`src/rtl/pexc_pkg.sv`:
```
package pexc_pkg;

   localparam int CAUSE_W    = 4;
   localparam int STRB_W     = 3;
   localparam int NUM_SLOTS  = 4;   // decode, execute, memory, writeback
   localparam int NUM_FSTAGE = 4;   // stages that may raise a cause

   typedef enum logic [CAUSE_W-1:0] {
      XC_NONE    = 4'd0,
      XC_I_PAGE  = 4'd1,
      XC_I_ALIGN = 4'd2,
      XC_I_PROT  = 4'd3,
      XC_ILLEGAL = 4'd4,
      XC_ARITH   = 4'd5,
      XC_D_PAGE  = 4'd6,
      XC_D_ALIGN = 4'd7,
      XC_D_PROT  = 4'd8
   } xcause_e;

   // first cause code owned by each faulting stage
   function automatic logic [CAUSE_W-1:0] stage_base(input int s);
      case (s)
         0:       return XC_I_PAGE;
         1:       return XC_ILLEGAL;
         2:       return XC_ARITH;
         default: return XC_D_PAGE;
      endcase
   endfunction

endpackage

```
`src/rtl/pexc_fault_enc.sv`:
```
module pexc_fault_enc
   import pexc_pkg::*;
#(
   parameter int                 N_STRB = 3,
   parameter logic [CAUSE_W-1:0] BASE   = 4'd1
)(
   input  logic [N_STRB-1:0]  strb_i,
   output logic [CAUSE_W-1:0] code_o
);

   initial begin
      if (N_STRB < 1 || N_STRB > 8)
         $error("pexc_fault_enc: N_STRB out of range");
   end

   // lowest set strobe selects the code
   always_comb begin
      code_o = '0;
      for (int i = N_STRB-1; i >= 0; i--) begin
         if (strb_i[i]) code_o = BASE + CAUSE_W'(i);
      end
   end

endmodule

```
`src/rtl/pexc_merge.sv`:
```
module pexc_merge
   import pexc_pkg::*;
(
   input  logic               valid_i,
   input  logic [CAUSE_W-1:0] prior_i,
   input  logic [CAUSE_W-1:0] local_i,
   output logic [CAUSE_W-1:0] eff_o
);

   // an earlier stage's cause is never overwritten; bubbles carry none
   always_comb begin
      if (!valid_i)            eff_o = '0;
      else if (prior_i != '0)  eff_o = prior_i;
      else                     eff_o = local_i;
   end

endmodule

```
`src/rtl/pexc_slot.sv`:
```
module pexc_slot
   import pexc_pkg::*;
#(
   parameter int PC_W = 32
)(
   input  logic               clk,
   input  logic               rst_n,
   input  logic               adv_i,
   input  logic               kill_i,
   input  logic               valid_i,
   input  logic [PC_W-1:0]    pc_i,
   input  logic [CAUSE_W-1:0] cause_i,
   output logic               valid_o,
   output logic [PC_W-1:0]    pc_o,
   output logic [CAUSE_W-1:0] cause_o
);

   always_ff @(posedge clk) begin
      if (!rst_n) begin
         valid_o <= 1'b0;
         pc_o    <= '0;
         cause_o <= '0;
      end else if (adv_i) begin
         valid_o <= valid_i & ~kill_i;
         pc_o    <= pc_i;
         cause_o <= kill_i ? '0 : cause_i;
      end
   end

endmodule

```
`src/rtl/pexc_tracker.sv`:
```
module pexc_tracker
   import pexc_pkg::*;
#(
   parameter int PC_W = 32
)(
   input  logic               clk,
   input  logic               rst_n,
   input  logic               stall_i,
   input  logic               fetch_valid_i,
   input  logic [PC_W-1:0]    fetch_pc_i,
   input  logic [2:0]         if_fault_i,
   input  logic               id_illegal_i,
   input  logic               ex_arith_i,
   input  logic [2:0]         mem_fault_i,
   output logic               flush_o,
   output logic               trap_o,
   output logic [PC_W-1:0]    trap_pc_o,
   output logic [CAUSE_W-1:0] trap_cause_o,
   output logic               mem_wr_ok_o,
   output logic               rf_wr_ok_o
);

   localparam int NST    = NUM_SLOTS + 1;   // fetch plus held slots
   localparam int COMMIT = NUM_FSTAGE - 1;  // memory stage index

   initial begin
      if (PC_W < 2) $error("pexc_tracker: PC_W must be at least 2");
   end

   logic               st_v  [NST];
   logic [PC_W-1:0]    st_pc [NST];
   logic [CAUSE_W-1:0] st_cz [NST];
   logic [CAUSE_W-1:0] st_ez [NUM_FSTAGE];
   logic [STRB_W-1:0]  strb  [NUM_FSTAGE];
   logic [CAUSE_W-1:0] lcode [NUM_FSTAGE];
   logic               adv;
   logic               commit_fault;

   assign st_v[0]  = fetch_valid_i;
   assign st_pc[0] = fetch_pc_i;
   assign st_cz[0] = '0;

   assign strb[0] = if_fault_i;
   assign strb[1] = {2'b00, id_illegal_i};
   assign strb[2] = {2'b00, ex_arith_i};
   assign strb[3] = mem_fault_i;

   assign adv = ~stall_i;

   // per-stage cause encoding and merge with the carried cause
   for (genvar s = 0; s < NUM_FSTAGE; s++) begin : g_stage
      pexc_fault_enc #(
         .N_STRB (STRB_W),
         .BASE   (stage_base(s))
      ) u_enc (
         .strb_i (strb[s]),
         .code_o (lcode[s])
      );

      pexc_merge u_merge (
         .valid_i (st_v[s]),
         .prior_i (st_cz[s]),
         .local_i (lcode[s]),
         .eff_o   (st_ez[s])
      );
   end

   // held slots: decode, execute, memory, writeback
   for (genvar s = 1; s < NST; s++) begin : g_slot
      logic [CAUSE_W-1:0] cz_in;
      if (s - 1 < NUM_FSTAGE) begin : g_fed
         assign cz_in = st_ez[s-1];
      end else begin : g_tail
         assign cz_in = st_cz[s-1];
      end

      pexc_slot #(
         .PC_W (PC_W)
      ) u_slot (
         .clk     (clk),
         .rst_n   (rst_n),
         .adv_i   (adv),
         .kill_i  (flush_o),
         .valid_i (st_v[s-1]),
         .pc_i    (st_pc[s-1]),
         .cause_i (cz_in),
         .valid_o (st_v[s]),
         .pc_o    (st_pc[s]),
         .cause_o (st_cz[s])
      );
   end

   // commit point at the end of the memory stage
   assign commit_fault = st_v[COMMIT] & (st_ez[COMMIT] != '0);
   assign flush_o      = commit_fault & adv;
   assign mem_wr_ok_o  = st_v[COMMIT] & (st_ez[COMMIT] == '0);
   assign rf_wr_ok_o   = st_v[NST-1];

   always_ff @(posedge clk) begin
      if (!rst_n) begin
         trap_o       <= 1'b0;
         trap_pc_o    <= '0;
         trap_cause_o <= '0;
      end else begin
         trap_o <= flush_o;
         if (flush_o) begin
            trap_pc_o    <= st_pc[COMMIT];
            trap_cause_o <= st_ez[COMMIT];
         end
      end
   end

endmodule

```
`config.mk`:
```
export PLATFORM = sky130hd
export DESIGN_NAME = pexc_tracker
export DESIGN_NICKNAME = d
export VERILOG_FILES = /design/src/rtl/pexc_pkg.sv /design/src/rtl/pexc_fault_enc.sv /design/src/rtl/pexc_merge.sv /design/src/rtl/pexc_slot.sv /design/src/rtl/pexc_tracker.sv
export SDC_FILE = /design/constraint.sdc
export NUM_CORES = 1
export LEC_CHECK = 0
export ABC_AREA = 1
export CAP_MARGIN = 20
export CELL_PAD_IN_SITES_DETAIL_PLACEMENT = 1
export CELL_PAD_IN_SITES_GLOBAL_PLACEMENT = 2
export CORE_ASPECT_RATIO = 0.5
export CORE_MARGIN = 2
export CORE_UTILIZATION = 37
export CTS_BUF_LIST = sky130_fd_sc_hd__clkbuf_2 sky130_fd_sc_hd__clkbuf_4 sky130_fd_sc_hd__clkbuf_8
export CTS_CLUSTER_SIZE = 8
export DETAILED_ROUTE_END_ITERATION = 16
export GPL_ROUTABILITY_DRIVEN = 0
export GPL_TIMING_DRIVEN = 0
export PLACE_DENSITY_LB_ADDON = 0.25
export SYNTH_ARGS = -nofsm -noshare
export SYNTH_HDL_FRONTEND = slang
export SYNTH_HIERARCHICAL = 1
export SYNTH_SLANG_ARGS = --single-unit
```
`constraint.sdc`:
```
create_clock -name clk -period 2.9 [get_ports clk]
set_input_delay 0.435 -clock clk [delete_from_list [all_inputs] [get_ports clk]]
set_output_delay 0.435 -clock clk [all_outputs]
set_load 0.02 [all_outputs]
```
# Word-level counts from Yosys, hierarchy flattened
# Cells that the tools add are included.
[word_totals]
regBits = 149
latch_bits = 0
ramBits = 0
rom_bits = 0
input_bits = 44
elab_cells = 45
memories = 0
[op_classes]
addsub = 0
n_mul = 0
n_div = 0
order_cmp = 0
eq_ne = 0
shift = 0
muxes = 18
n_bitwise = 9
n_reduce_logical = 5
[op_table]
columns = ["operator", "n"]
rows = [
  ["4-bit 2-to-1 mux", 11],
  ["4-bit nonzero test", 4],
  ["2-bit 2-to-1 mux", 5],
  ["1-bit AND", 7],
  ["3-bit 2-to-1 mux", 2],
  ["4-bit logical NOT", 1],
  ["1-bit inverter", 2],
]

# Depth between registers and ports, before layout
# Gate-level depths: netlist (run 1).
[depth]
word_depth = 10
ltp_mapped = 13

# By module
# The synthesis (run 1) kept the hierarchy.
[by_module_without_submodules]
columns = ["module", "instances", "cells_per_inst", "area_each_um2"]
rows = [
  ["pexc_slot", 4, 161, 1312.5],
  ["pexc_tracker", 1, 202, 1645.3],
  ["pexc_merge", 4, 15, 71.3],
  ["pexc_fault_enc at g_stage[0].u_enc", 1, 9, 41.3],
  ["pexc_fault_enc at g_stage[2].u_enc", 1, 9, 40.0],
  ["pexc_fault_enc at g_stage[1].u_enc", 1, 8, 38.8],
  ["pexc_fault_enc at g_stage[3].u_enc", 1, 6, 28.8],
]

# Least setup slack after synthesis (run 1)
# OpenSTA, ideal clock, no wires.
[synth_path]
path_type = "in2out"
start = "input mem_fault_i[0]"
end = "output mem_wr_ok_o"
arrival_ps = 1625
required_ps = 2465
slack_ps = 840
stages = 8
path_cell_list = "or2_1 > buf_4 > nand3_1 > a21oi_1 > nor2_1 > nand2_2 > buf_2 > nor2_1"
[synth_lines]
columns = ["item", "line", "text"]
rows = [
  ["from (decl)", "pexc_tracker.sv:14", "input logic [2:0] mem_fault_i,"],
  ["to (decl)", "pexc_tracker.sv:19", "output logic mem_wr_ok_o,"],
]

==> results of run 1 <==
[registers in the layout, indices dropped and copies added, names as in the netlist]
register and count:
g_slot.u_slot/pc_o 96, g_slot.u_slot/cause_o 12, trap_o 1, g_slot.u_slot/valid_o 4, trap_cause_o 4, trap_pc_o 32
[critical path, cell delays in order]
cell and delay [ns]:
clkdlybuf4s50_1 0.44, or2_1 0.26, buf_4 0.13, nand3_1 0.07, a21oi_1 0.07, nor2_1 0.13
nand2_2 0.16, buf_2 0.24, nor2_1 0.13, clkbuf_2 0.19
[layout make-up]
cell class,count,area [um2]
buffer,50,424
clock buffer,19,255
clock inverter,13,115
fill,2022,8600
inverter,42,183
multi-input combinational,560,2560
sequential,149,2980
tap,227,284
timing repair buffer,83,821
[metal layers]
metal  track usage  share of wire  up-vias
li1              -              -     2711
met1         0.242           0.50     2378
met2         0.317           0.45       79
met3        0.0390          0.038       19
met4        0.0622          0.014        0
met5             0              0        -
[worst paths after layout]
path,from,cells past startpoint,slack [ns],to
hold / removal,g_slot[2].u_slot/pc_o[29],2,0.48,g_slot[3].u_slot/pc_o[29]
setup / recovery,mem_fault_i[0],10,0.21,mem_wr_ok_o
setup reg to reg,g_slot[3].u_slot/cause_o[0],11,1.05,g_slot[1].u_slot/valid_o
hold reg to reg,g_slot[2].u_slot/pc_o[29],2,0.48,g_slot[3].u_slot/pc_o[29]
[timing repair]
action                                 4_1_cts  5_1_grt
resized for setup                            2        5
setup endpoints to repair                    2        2
endpoints found under the hold margin        0        0
cloned                                       0        0
[through the flow]
step / hold WS, ns / cells
floorplan: 0.444 / 801
global placement: 0.455 / 1111
detailed placement: 0.469 / 1111
CTS: 0.480 / 1143
global route: 0.505 / 1143
finish: 0.477 / 1143
[power by group]
group / total (mW) / internal (mW) / leakage (nW) / switching [mW]
combinational: 0.398 / 0.178 / 1.69 / 0.220
clock: 1.52 / 0.652 / 0.182 / 0.869
sequential: 2.19 / 2.14 / 1.22 / 0.0474
==> metrics, run 1 <==
status complete, no violations; critical path type in2out; Setup crit end kind output pin; post-route antenna net violation count 0; Syn Inst Count 786; relative slew slack 0.476; area delta synth->final 25.2%; Via density roughly 4.5; IO Pins 84; largest net degree at the start of global routing 21; first-pass GRT wire length 25.6 mm; Fmax achieved 372 MHz; final instance area 7620 um2; diodes inserted 0; TritonCTS Buffers 17; maxcap violations 0; Initial Utilization 0.375; CTS tree done; DRC viols 0; Tmin final 2.69 ns; FP Rows 33; CP Max Fanout 10; clock transition at the registers of the reported paths 0.10 ns; Tot GR Track Use 0.188; Buffers on Ports 83; Die ar. 17600 um2; dpl ws -0.256 ns; final worst slack 0.211 ns; Iteration-0 DRC Markers approximately 190; post-layout util 0.470; final setup fails 0; total power 4.11 mW; Cell Area, Synth roughly 6100 um2; Post-Route WL 15.6 mm; Clock Latency Late Sink 0.45 ns; syn_area_per_cell between 7 and 8 um2; core area around 16000 um2; DR vias 5187; commonest non-fill, non-tap cell in the layout nor2_1; share of cells above drive strength 1 0.140; yosys warns 6; Die H 94.7 um; Worst Hold Class reg2reg; post-CTS setup buffers 0; Root Driver clkbuf_8; TNS Setup 0 ns; Layout Nets 947; clk buf depth 2; Clock Skew approximately 0.013 ns; VDD IR max 0.305 mV; P_leak slightly above 3 nW; die width 185 um; WP data required 2.47 ns; critical path launch point type input port; placed instance area approximately 7300 um2; # hold bufs at CTS 0; H-tree levels 4; post-DR wirelength/cell 13.6 um; Tightest Pin Transition just under 0.8 ns; GRT overflow 0; Fin. Hold Viols 0; fin crit share 0.927; most frequent cells in the layout nor2_1, dfxtp_1, clkdlybuf4s50_1; Power per Cell Area 538 nW/um2; final slew viol count 0; RSZ-0062 raised after global routing no; crit path DAT 2.25 ns; drt first pass iters 4; clk sink count 149; vias in the first global route between 5000 and 6000; initial antenna violation count 0; DP Wirelength 11.2 mm
Power figures use the tool's default switching activity.
==> run 2, diff against run 1 <==
Settings changed: CAP_MARGIN 20 to 40, CORE_UTILIZATION 37 to 34, SYNTH_HIERARCHICAL 1 to unset.
==> run 2 against run 1 <==
  * Clock-buffer cell count shrank 1
  * Register-to-register slack gained 0.07 ns
  * Worst setup slack better by 0.26 ns
  * Cell count shrank 9.9%
  * Routed wire length is 5.5% lower
  * Highest routed layer unchanged
  * Flip-flop and latch count shrank 4
  * Largest power group unchanged
==> metrics, run 2 <==
clk buf depth 2; Initial Utilization 0.349; Buffers on Ports around 80; Hold Startpoint g_slot[3].u_slot.pc_o[21]; largest cells by area after synthesis dfxtp_1, nor2_1, o21ai_0, nand3_1, a21oi_1; Fin. Hold Viols 0; Int Pwr 3.29 mW; largest net degree at the start of global routing 17; Layout Nets 858; critical path type in2out; DRC viols 0; Tmin final roughly 2.4 ns; P_leak 2.85 nW; GRT overflow 0; final slew viol count 0; critical path launch point type input port; Main synth FF type dfxtp_1; final setup fails 0; Die H around 93 um; fin crit share 0.839; relative slew slack 0.595; Die ar. 16900 um2; area delta synth->final 28.0%; initial antenna violation count 0; crit path DAT ~2.0 ns; Clock Latency Late Sink 0.44 ns; Switching Share 0.277; DR vias 4839; Async S/R FF share, synth 0; Worst Hold Class reg2reg; Syn Inst Count a little over 700; max reg flops 96; Cell Area, Synth 5390 um2; H-tree levels 4; R2R setup slack 1.12 ns; Setup crit end kind output pin; post-DR wirelength/cell between 10 and 15 um; FF-to-FF End trap_pc_o[14]; drt first pass iters 4; sequential power share 0.482; vias in the first global route between 4000 and 5000; clk sink count 145; CP Max Fanout 10; count leader, synth nor2_1; WP data required between 2 and 2.5 ns; clock transition at the registers of the reported paths about 0.080 ns; number of synthesized flops with an enable pin 0; syn_area_per_cell 7.58 um2; final instance area roughly 6900 um2; Switch Pwr between 1 and 1.5 mW; first-pass GRT wire length between 20 and 25 mm; Reg-to-Reg Start g_slot[3].u_slot.valid_o; Root Driver clkbuf_8; CTS tree done; IO Pins 84; Power per Cell Area 660 nW/um2; Hold Crit Endpoint g_slot[3].u_slot.pc_o[21]; register area share after synthesis 0.538; TritonCTS Buffers 17; Yosys top cell area share 0.538; Filler cells 1925; Post-Route WL 14.7 mm; Hold Path Depth 2; commonest non-fill, non-tap cell in the layout nor2_1; Netlist cell types 23; Iteration-0 DRC Markers around 160; synth cell count leaders nor2_1, dfxtp_1, o21ai_0; most frequent cells in the layout nor2_1, dfxtp_1, o21ai_0; Tightest Pin Transition 0.608 ns; Fmax achieved roughly 400 MHz; placed instance area roughly 6500 um2; yosys warns 0; Synth Net Count 756; VDD IR max 0.297 mV; DP Wirelength ~11 mm; Clock Skew 0.0127 ns; Largest regs g_slot.u_slot.pc_o: 96 flops, trap_pc_o: 32 flops, g_slot.u_slot.cause_o: 8 flops; diodes inserted 0; post-route antenna net violation count 0; core area between 15000 and 20000 um2; FP Rows 32; Yosys reg bits 145; Via density 4.70; # hold bufs at CTS 0; Tot GR Track Use 0.187; share of cells above drive strength 1 0.0726; largest reg by FF count g_slot.u_slot.pc_o; FF-to-FF path depth 10; Logic pwr share 0.141; status complete, no violations; Clock power frac 0.377; maxcap violations 0; total power 4.56 mW; die width 182 um; RSZ-0062 raised after global routing no; post-synth top area cell dfxtp_1
-- run 2: per-stage QoR --
| stage | util | setup slack (ns) | setup TNS, ns | hold WS, ns | instances |
|---|---|---|---|---|---|
| finish | 0.447 | 0.466 | 0 | 0.459 | 1030 |
| global route | 0.447 | 0.317 | 0 | 0.482 | 1030 |
| CTS | 0.446 | 0.0729 | 0 | 0.464 | 1030 |
| detailed placement | 0.418 | -0.0930 | -0.0997 | 0.449 | 997 |
| global placement | 0.418 | -0.0777 | -0.0851 | 0.441 | 997 |
| floorplan | - | 1.13 | 0 | 0.430 | 712 |
-- run 2: final cells by class --
cell class | count | area (um2) | share of cell area
Timing Repair Buffer | 83 | 831 | 0.120
Clock buffer | 18 | 248 | 0.0359
Clock inverter | 13 | 175 | 0.0254
Tap cell | 204 | 255 | 0.0370
Sequential cell | 145 | 2900 | 0.421
Buffer | 48 | 244 | 0.0353
Multi-Input combinational cell | 472 | 2070 | 0.300
Inverter | 47 | 176 | 0.0256
-- run 2: kinds of logic after synthesis --
logic type             synth area share
AND/OR/NAND/NOR                   0.248
AO/OA/AOI/OAI                     0.136
flip-flops                        0.538
buffers and inverters            0.0779
-- run 2: power by group through the flow --
stage / clock network (mW) / logic, mW / registers [mW]
2_1_floorplan: 0 / 0.329 / 2.28
3_3_place_gp: 0 / 0.633 / 2.24
3_5_place_dp: 0 / 0.647 / 2.24
4_1_cts: 1.76 / 0.657 / 2.20
5_1_grt: 1.86 / 0.730 / 2.21
6_report: 1.72 / 0.645 / 2.20
-- run 2: repair_timing --
item,in CTS,in global routing
pin swaps,2,0
resized for setup,0,3
setup buffers,2,0
endpoints found under the setup margin,2,2
cloned,0,0
-- run 2: worst max-delay path by stage --
stage	to	startpoint
after global routing	mem_wr_ok_o	mem_fault_i[1]
after detailed placement	flush_o	mem_fault_i[1]
after global placement	flush_o	mem_fault_i[1]
after floorplan	mem_wr_ok_o	mem_fault_i[1]
final	flush_o	mem_fault_i[1]
after CTS	flush_o	mem_fault_i[1]
-- run 2: per-layer routing --
metal | global-route usage | share of wire | vias to the layer above
met4 | 0.0558 | 0.014 | 0
li1 | - | - | 2468
met3 | 0.0362 | 0.026 | 18
met2 | 0.319 | 0.45 | 59
met5 | 0 | 0 | -
met1 | 0.242 | 0.51 | 2294
-- run 2: critical path, cell delays in order --
cell and delay [ns]:
clkdlybuf4s50_1 0.42, nor2_1 0.18, nand4_1 0.23, nand2_2 0.17
nor2_4 0.06, nor2_8 0.12, buf_8 0.14, dlymetal6s2s_1 0.23
